`config.mk`:
```
export PLATFORM = sky130hd
export DESIGN_NAME = boot_seq
export DESIGN_NICKNAME = d
export VERILOG_FILES = /design/src/rtl/boot_pkg.sv /design/src/rtl/boot_entry_detect.sv /design/src/rtl/boot_crc16.sv /design/src/rtl/boot_seq.sv
export SDC_FILE = /design/constraint.sdc
export NUM_CORES = 1
export LEC_CHECK = 0
export ABC_AREA = 0
export BUFFER_PORTS_ARGS = -buffer_cell sky130_fd_sc_hd__buf_2
export CAP_MARGIN = 15
export CELL_PAD_IN_SITES_DETAIL_PLACEMENT = 1
export CELL_PAD_IN_SITES_GLOBAL_PLACEMENT = 1
export CORE_MARGIN = 2
export CORE_UTILIZATION = 30
export CTS_BUF_LIST = sky130_fd_sc_hd__clkbuf_8 sky130_fd_sc_hd__clkbuf_16
export DETAILED_ROUTE_END_ITERATION = 7
export PLACE_DENSITY = 0.55
export SLEW_MARGIN = 15
export SYNTH_ARGS = -nofsm -noshare
export SYNTH_HDL_FRONTEND = slang
export SYNTH_SLANG_ARGS = --single-unit
```
`constraint.sdc`:
```
create_clock -name clk -period 4.2 [get_ports clk]
set_clock_uncertainty 0.2 [all_clocks]
set_input_delay 0.84 -clock clk [delete_from_list [all_inputs] [get_ports clk]]
set_output_delay 0.84 -clock clk [all_outputs]
set_load 0.01 [all_outputs]
```
`src/rtl/boot_pkg.sv`:
```
// Shared state encodings for the boot sequencer.
// Assumes: used by boot_entry_detect and boot_seq only.
package boot_pkg;

    typedef enum logic [1:0] {
        DET_ARM,
        DET_BOOT,
        DET_IDLE,
        DET_LOCK
    } det_state_t;

    typedef enum logic [3:0] {
        ST_OFF,
        ST_GAP1,
        ST_ACK,
        ST_GAP2,
        ST_START,
        ST_DATA,
        ST_CRC,
        ST_END,
        ST_BGAP,
        ST_TERM
    } strm_state_t;

endpackage

```
`src/rtl/boot_entry_detect.sv`:
```
// Boot entry detector: counts consecutive low samples of the command line
// after reset and decides between boot, idle and permanent lockout.
// Assumes: cmd_strobe_i / rearm_i are single-cycle pulses from the command
// decoder; stream_done_i pulses once when the data streamer has finished.
module boot_entry_detect
    import boot_pkg::*;
#(
    parameter int LOW_THRESH = 74
) (
    input  logic clk,
    input  logic rst_n,
    input  logic cmd_i,
    input  logic cmd_strobe_i,
    input  logic rearm_i,
    input  logic boot_en_i,
    input  logic stream_done_i,
    output logic boot_go_o,
    output logic idle_o,
    output logic locked_o
);

    localparam int CNT_W = $clog2(LOW_THRESH + 1);

    det_state_t       st;
    logic [CNT_W-1:0] low_cnt;

    // Boot starts on the edge that sees the threshold-th low sample.
    assign boot_go_o = (st == DET_ARM) && boot_en_i && !cmd_strobe_i && !cmd_i
                       && (low_cnt == CNT_W'(LOW_THRESH - 1));

    // Detection state machine and low-cycle counter.
    always_ff @(posedge clk) begin
        if (!rst_n) begin
            st      <= DET_ARM;
            low_cnt <= '0;
        end else begin
            case (st)
                DET_ARM: begin
                    if (!boot_en_i) begin
                        st <= DET_IDLE;
                    end else if (cmd_strobe_i) begin
                        st <= DET_LOCK;
                    end else if (!cmd_i) begin
                        if (low_cnt == CNT_W'(LOW_THRESH - 1)) begin
                            st <= DET_BOOT;
                        end else begin
                            low_cnt <= low_cnt + 1'b1;
                        end
                    end else if (low_cnt != '0) begin
                        st <= DET_LOCK;
                    end
                end
                DET_BOOT: begin
                    if (stream_done_i) begin
                        st <= DET_IDLE;
                    end
                end
                DET_IDLE: begin
                    if (rearm_i && boot_en_i) begin
                        st      <= DET_ARM;
                        low_cnt <= '0;
                    end
                end
                default: st <= DET_LOCK;
            endcase
        end
    end

    // Status decode.
    assign idle_o   = (st == DET_IDLE) || (st == DET_LOCK);
    assign locked_o = (st == DET_LOCK);

endmodule

```
`src/rtl/boot_crc16.sv`:
```
// Serial CRC16 (poly 0x1021, zero init) with a shift-out mode.
// Assumes: clr_i, calc_i and shift_i are mutually exclusive in use;
// clr_i wins if several are high.
module boot_crc16 (
    input  logic clk,
    input  logic rst_n,
    input  logic clr_i,
    input  logic calc_i,
    input  logic bit_i,
    input  logic shift_i,
    output logic msb_o
);

    logic [15:0] crc_q;
    logic        fb;

    assign fb = crc_q[15] ^ bit_i;

    // Accumulate data bits, or shift the result out MSB first.
    always_ff @(posedge clk) begin
        if (!rst_n || clr_i) begin
            crc_q <= '0;
        end else if (calc_i) begin
            crc_q <= {crc_q[14:0], 1'b0} ^ (fb ? 16'h1021 : 16'h0000);
        end else if (shift_i) begin
            crc_q <= {crc_q[14:0], 1'b0};
        end
    end

    assign msb_o = crc_q[15];

endmodule

```
`src/rtl/boot_seq.sv`:
```
// Boot sequencer top: entry detection, optional acknowledge, framed block
// streaming of the boot partition and abort on command-line release.
// Assumes: rd_data_i is a same-cycle combinational read of rd_addr_o;
// configuration inputs are stable from reset until boot ends;
// BLK_BYTES and BLKS_PER_UNIT are powers of two, BLK_BYTES >= 2, delays >= 1.
module boot_seq
    import boot_pkg::*;
#(
    parameter int LOW_THRESH    = 74,
    parameter int ACK_DELAY     = 64,
    parameter int DATA_DELAY    = 256,
    parameter int BLK_BYTES     = 512,
    parameter int BLKS_PER_UNIT = 256,
    parameter int BLK_GAP       = 4,
    localparam int BLK_SHIFT    = $clog2(BLK_BYTES),
    localparam int UNIT_SHIFT   = $clog2(BLKS_PER_UNIT * BLK_BYTES),
    localparam int ADDR_W       = 8 + UNIT_SHIFT
) (
    input  logic              clk,
    input  logic              rst_n,
    input  logic              cmd_i,
    input  logic              cmd_strobe_i,
    input  logic              boot_rearm_i,
    input  logic              cfg_boot_en_i,
    input  logic              cfg_ack_en_i,
    input  logic [7:0]        cfg_size_mult_i,
    output logic [ADDR_W-1:0] rd_addr_o,
    input  logic [7:0]        rd_data_i,
    output logic              dat_o,
    output logic              dat_oe_o,
    output logic              idle_o,
    output logic              locked_o
);

    localparam int MAX_AD = (ACK_DELAY > DATA_DELAY) ? ACK_DELAY : DATA_DELAY;
    localparam int MAX_BG = (BLK_GAP > 16) ? BLK_GAP : 16;
    localparam int MAX_D  = (MAX_AD > MAX_BG) ? MAX_AD : MAX_BG;
    localparam int CNT_W  = $clog2(MAX_D + 1);

    strm_state_t       st;
    logic [CNT_W-1:0]  cnt;
    logic [2:0]        bit_q;
    logic [ADDR_W-1:0] addr_q;
    logic              last_blk_q;
    logic              done_q;

    logic              boot_go;
    logic              crc_msb;
    logic              data_bit;
    logic [ADDR_W-1:0] total_bytes;
    logic [ADDR_W-1:0] last_addr;
    logic              blk_last_byte;

    // Entry detection and lockout.
    boot_entry_detect #(
        .LOW_THRESH (LOW_THRESH)
    ) u_detect (
        .clk           (clk),
        .rst_n         (rst_n),
        .cmd_i         (cmd_i),
        .cmd_strobe_i  (cmd_strobe_i),
        .rearm_i       (boot_rearm_i),
        .boot_en_i     (cfg_boot_en_i),
        .stream_done_i (done_q),
        .boot_go_o     (boot_go),
        .idle_o        (idle_o),
        .locked_o      (locked_o)
    );

    // Per-block CRC over the data bits.
    boot_crc16 u_crc (
        .clk     (clk),
        .rst_n   (rst_n),
        .clr_i   (st == ST_START),
        .calc_i  (st == ST_DATA),
        .bit_i   (data_bit),
        .shift_i (st == ST_CRC),
        .msb_o   (crc_msb)
    );

    // Size and position decode.
    assign total_bytes   = {cfg_size_mult_i, {UNIT_SHIFT{1'b0}}};
    assign last_addr     = total_bytes - ADDR_W'(1);
    assign blk_last_byte = &addr_q[BLK_SHIFT-1:0];
    assign data_bit      = rd_data_i[3'd7 - bit_q];
    assign rd_addr_o     = addr_q;

    // Stream state machine: delays, acknowledge, framed blocks, abort.
    always_ff @(posedge clk) begin
        if (!rst_n) begin
            st         <= ST_OFF;
            cnt        <= '0;
            bit_q      <= '0;
            addr_q     <= '0;
            last_blk_q <= 1'b0;
            done_q     <= 1'b0;
        end else begin
            done_q <= 1'b0;
            case (st)
                ST_OFF: begin
                    if (boot_go) begin
                        st     <= ST_GAP1;
                        cnt    <= '0;
                        addr_q <= '0;
                    end
                end
                ST_GAP1: begin
                    if (cmd_i) begin
                        st     <= ST_OFF;
                        done_q <= 1'b1;
                    end else if (cnt == CNT_W'(ACK_DELAY - 1)) begin
                        cnt <= '0;
                        st  <= cfg_ack_en_i ? ST_ACK : ST_GAP2;
                    end else begin
                        cnt <= cnt + 1'b1;
                    end
                end
                ST_ACK: begin
                    if (cmd_i) begin
                        st     <= ST_OFF;
                        done_q <= 1'b1;
                    end else if (cnt == CNT_W'(2)) begin
                        cnt <= '0;
                        st  <= ST_GAP2;
                    end else begin
                        cnt <= cnt + 1'b1;
                    end
                end
                ST_GAP2: begin
                    if (cmd_i) begin
                        st     <= ST_OFF;
                        done_q <= 1'b1;
                    end else if (cnt == CNT_W'(DATA_DELAY - 1)) begin
                        cnt <= '0;
                        if (total_bytes == '0) begin
                            st     <= ST_OFF;
                            done_q <= 1'b1;
                        end else begin
                            st <= ST_START;
                        end
                    end else begin
                        cnt <= cnt + 1'b1;
                    end
                end
                ST_START: begin
                    if (cmd_i) begin
                        st <= ST_TERM;
                    end else begin
                        st    <= ST_DATA;
                        bit_q <= '0;
                    end
                end
                ST_DATA: begin
                    if (cmd_i) begin
                        st <= ST_TERM;
                    end else if (bit_q == 3'd7) begin
                        bit_q  <= '0;
                        addr_q <= addr_q + 1'b1;
                        if (blk_last_byte) begin
                            st         <= ST_CRC;
                            cnt        <= '0;
                            last_blk_q <= (addr_q == last_addr);
                        end
                    end else begin
                        bit_q <= bit_q + 1'b1;
                    end
                end
                ST_CRC: begin
                    if (cmd_i) begin
                        st <= ST_TERM;
                    end else if (cnt == CNT_W'(15)) begin
                        cnt <= '0;
                        st  <= ST_END;
                    end else begin
                        cnt <= cnt + 1'b1;
                    end
                end
                ST_END: begin
                    if (cmd_i || last_blk_q) begin
                        st     <= ST_OFF;
                        done_q <= 1'b1;
                    end else begin
                        st  <= ST_BGAP;
                        cnt <= '0;
                    end
                end
                ST_BGAP: begin
                    if (cmd_i) begin
                        st     <= ST_OFF;
                        done_q <= 1'b1;
                    end else if (cnt == CNT_W'(BLK_GAP - 1)) begin
                        cnt <= '0;
                        st  <= ST_START;
                    end else begin
                        cnt <= cnt + 1'b1;
                    end
                end
                default: begin
                    st     <= ST_OFF;
                    done_q <= 1'b1;
                end
            endcase
        end
    end

    // Data line drive decode from the stream state.
    always_comb begin
        dat_oe_o = 1'b1;
        dat_o    = 1'b1;
        case (st)
            ST_ACK:   dat_o = (cnt == CNT_W'(1));
            ST_START: dat_o = 1'b0;
            ST_DATA:  dat_o = data_bit;
            ST_CRC:   dat_o = crc_msb;
            ST_END:   dat_o = 1'b1;
            ST_TERM:  dat_o = 1'b1;
            default:  dat_oe_o = 1'b0;
        endcase
    end

endmodule

```
==> results.ini <==
[worst_setup_path]
crit_cells=6
path_delay_family=flip-flops
critPathRequiredTime_ps=3160
crit_buf_inv=1
ff2ff_setup_slack_ps=1220
critPathCaptureType=output pin
cp_slowest_cell=dfxtp_1
critPathMaxStageDelay_ps=980
cp.arrival_ps=2250
reg2reg_from=st[2]
start_kind=flip-flop
worstSetupPathType=reg -> out
cp_max_fo=27
reg2reg_depth=6
r2r_end=st[1]
path_common_cell=o21ai_0
cp_cell_sequence=nor3_1, nand3_1, o21ai_0, a211oi_1, o21ai_0, buf_2

[global_route]
grt_pass1_vias=3694
antenna_found_initial=0
overflow=0
grt_usage_pct=16.59
grt_max_degree=28
grt_pass1_wl_um=19150

[route]
drc_errors=0
first_pass_iters=4
detailroute.via_count=3729
wl_met1_um=5691
wl_met3_um=269
dr.first_iter.drc_count=189
routed_via_density=5.165
highest_layer=met4
wl_per_cell_um=15.65
final_antenna_net_count=0
wl_um=11300
wl_met2_um=5177

[layout]
syn2layout_area_growth_pct=18.46
drive_gt1_share_pct=15.93
n_antenna_cell=0
nNetsFinal=579
nFillCells=1602

[floorplan]
die_h_um=119.9
io_pins=52
die_area_um2=14360
start_util_pct=30.53
die_w_um=119.9
num_rows=42
coreArea_um2=13190

[timing]
worst_slack_ps=906.9
min_period_over_period_pct=78.41
period_needed_ps=3293
hold_viol=0
slew_violations=0
rsz0062_at_grt=no
max_freq_mhz=303.7
slew-limit-headroom_pct=33.04
setup_viol=0
finalSetupTns_ps=0
tightest_slew_ps=1003

[cts]
postCtsSetupRepairBufs=0
cts.sinks=68
worstSkewPairLatency_ps=340
cts_made_buffers=9
hold_buffers=0
cts-root-buf=clkbuf_16
clkSlewWorstSetupHoldPaths_ps=60
htree_levels=3
cts_tree=yes
clockBufferDepth=2
post_cts_resized=0

[placed_design]
post-place-ws_ps=1091
hpwlAfterDp_um=8159
gp_congestion=0.7422
io_buffers=51

[min_path]
hold_depth=2
min_from=u_crc.crc_q[6]
hold_class=reg -> reg
min_to=u_crc.crc_q[7]

[logic_synthesis]
synth_ff_type=dfxtp_1
synth_edf_count=0
synth_area_um2=4026
synth_top_family_by_area=simple AND/OR/NAND/NOR gates
synth-adder-area-share_pct=4.351
ys_async_sr_fraction_pct=0
syn-num-nets=540
synth-xor-area-share_pct=8.048
ys_ff_latch=68
yosysSeqAreaShare_pct=33.81
synth_compound_area_share_pct=15.69
synth_cell_types=64
yosys_warnings=0
synth-simple-area-share_pct=30.70
muxShareOfSynthArea_pct=2.921
synth_cells=503
avgSynthCellArea_um2=8.005

[pwr]
powerDensity_nw_per_um2=388.4
p_leak_nw=1.842
ir_worst_vdd_v=0.0001882

[outcome]
status=complete, no violations

[run]
cap_viol_max_count=0

==> final cells by class <==
| class | instances | area, um2 | share of cell area, % |
|---|---|---|---|
| Clock buffer | 9 | 225.2 | 4.722 |
| Clock inverter | 6 | 128.9 | 2.702 |
| Inverter | 17 | 63.81 | 1.338 |
| Multi-Input combinational cell | 392 | 2492 | 52.26 |
| Sequential cell | 68 | 1361 | 28.54 |
| Tap cell | 176 | 220.2 | 4.617 |
| Timing Repair Buffer | 54 | 277.8 | 5.824 |
==> layer usage <==
layer	vias to the layer above	GRT usage [%]
met3	9	2.899
met5	-	0
met4	0	6.544
met1	1801	23.23
met2	47	25.29
li1	1872	-
==> cells by family (layout without fill, tap and decap cells) <==
family | count (synthesis) | after routing
mux | 9 | 9
simple gates | 235 | 235
fa+ha+maj | 14 | 14
xor+xnor | 37 | 37
buf+inv | 43 | 86
flops | 68 | 68
compound gates | 97 | 97
==> power breakdown <==
part           switching, W  leakage (nW)  internal [W]
registers         0.0000416         0.548      0.000658
logic              0.000139          1.12     0.0000905
clock network      0.000290         0.177      0.000633
==> registers in the layout, summed over array words and instances, names as in the netlist <==
name,flops
rd_addr_o,25
u_crc.crc_q,16
cnt,9
u_detect.low_cnt,7
st,4
bit_q,3
u_detect.st,2
done_q,1
last_blk_q,1
==> synthesized netlist by cell type (3+ instances only) <==
library cell	number	area share (%)
a211oi_1	3	0.56
a21boi_0	6	1.1
a21oi_1	35	4.4
a31oi_1	5	0.78
and2_1	11	1.7
and3_1	12	1.9
and4_1	5	1.1
buf_2	3	0.37
clkbuf_1	20	1.9
dfxtp_1	68	34
ha_1	14	4.4
inv_1	17	1.6
mux2i_1	5	1.2
nand2_1	61	5.7
nand2b_1	4	0.62
nand3_1	28	3.5
nand4_1	21	3.3
nor2_1	51	4.8
nor3_1	9	1.1
nor3b_1	3	0.56
nor4_1	4	0.62
o21ai_0	18	2.2
o21ai_1	5	0.62
o31ai_1	3	0.56
or3_1	8	1.2
or4_1	4	0.75
xnor2_1	14	3.0
xor2_1	23	5.0
==> worst max path at each step <==
stage,slack [ps],from,to
finish,910,st[2],dat_o
global route,610,st[2],dat_o
CTS,860,st[2],dat_o
detailed placement,1090,cmd_i,rd_addr_o[19]
global placement,1160,rd_data_i[0],dat_o
floorplan,1520,rd_data_i[0],dat_o
==> tightest hold or removal path, cell delays in order, from the launching register on <==
cell	delay, ps
dfxtp_1	310
nand2_1	50
a21oi_1	50
==> placed cells by master (no fill, tap or decap), types with 14 or more instances in the layout <==
cell     instances
a21oi_1         35
xnor2_1         14
buf_2           51
dfxtp_1         68
xor2_1          23
nand4_1         21
ha_1            14
nand2_1         61
inv_1           18
o21ai_0         18
nor2_1          51
nand3_1         28
==> stage by stage <==
stage / total power, W / instance area, um2 / util [%] / std cells / hold WS [ps]
after floorplan: 0.0008699 / 4026 / - / 503 / 232.1
after global placement: 0.0009385 / 4412 / 33.45 / 707 / 239.9
after detailed placement: 0.0009427 / 4412 / 33.45 / 707 / 248.2
after CTS: 0.001881 / 4766 / 36.13 / 722 / 258.5
after global routing: 0.001937 / 4770 / 36.16 / 722 / 272.4
final: 0.001852 / 4770 / 36.16 / 722 / 251.6
(Power assumes the default switching activity.)
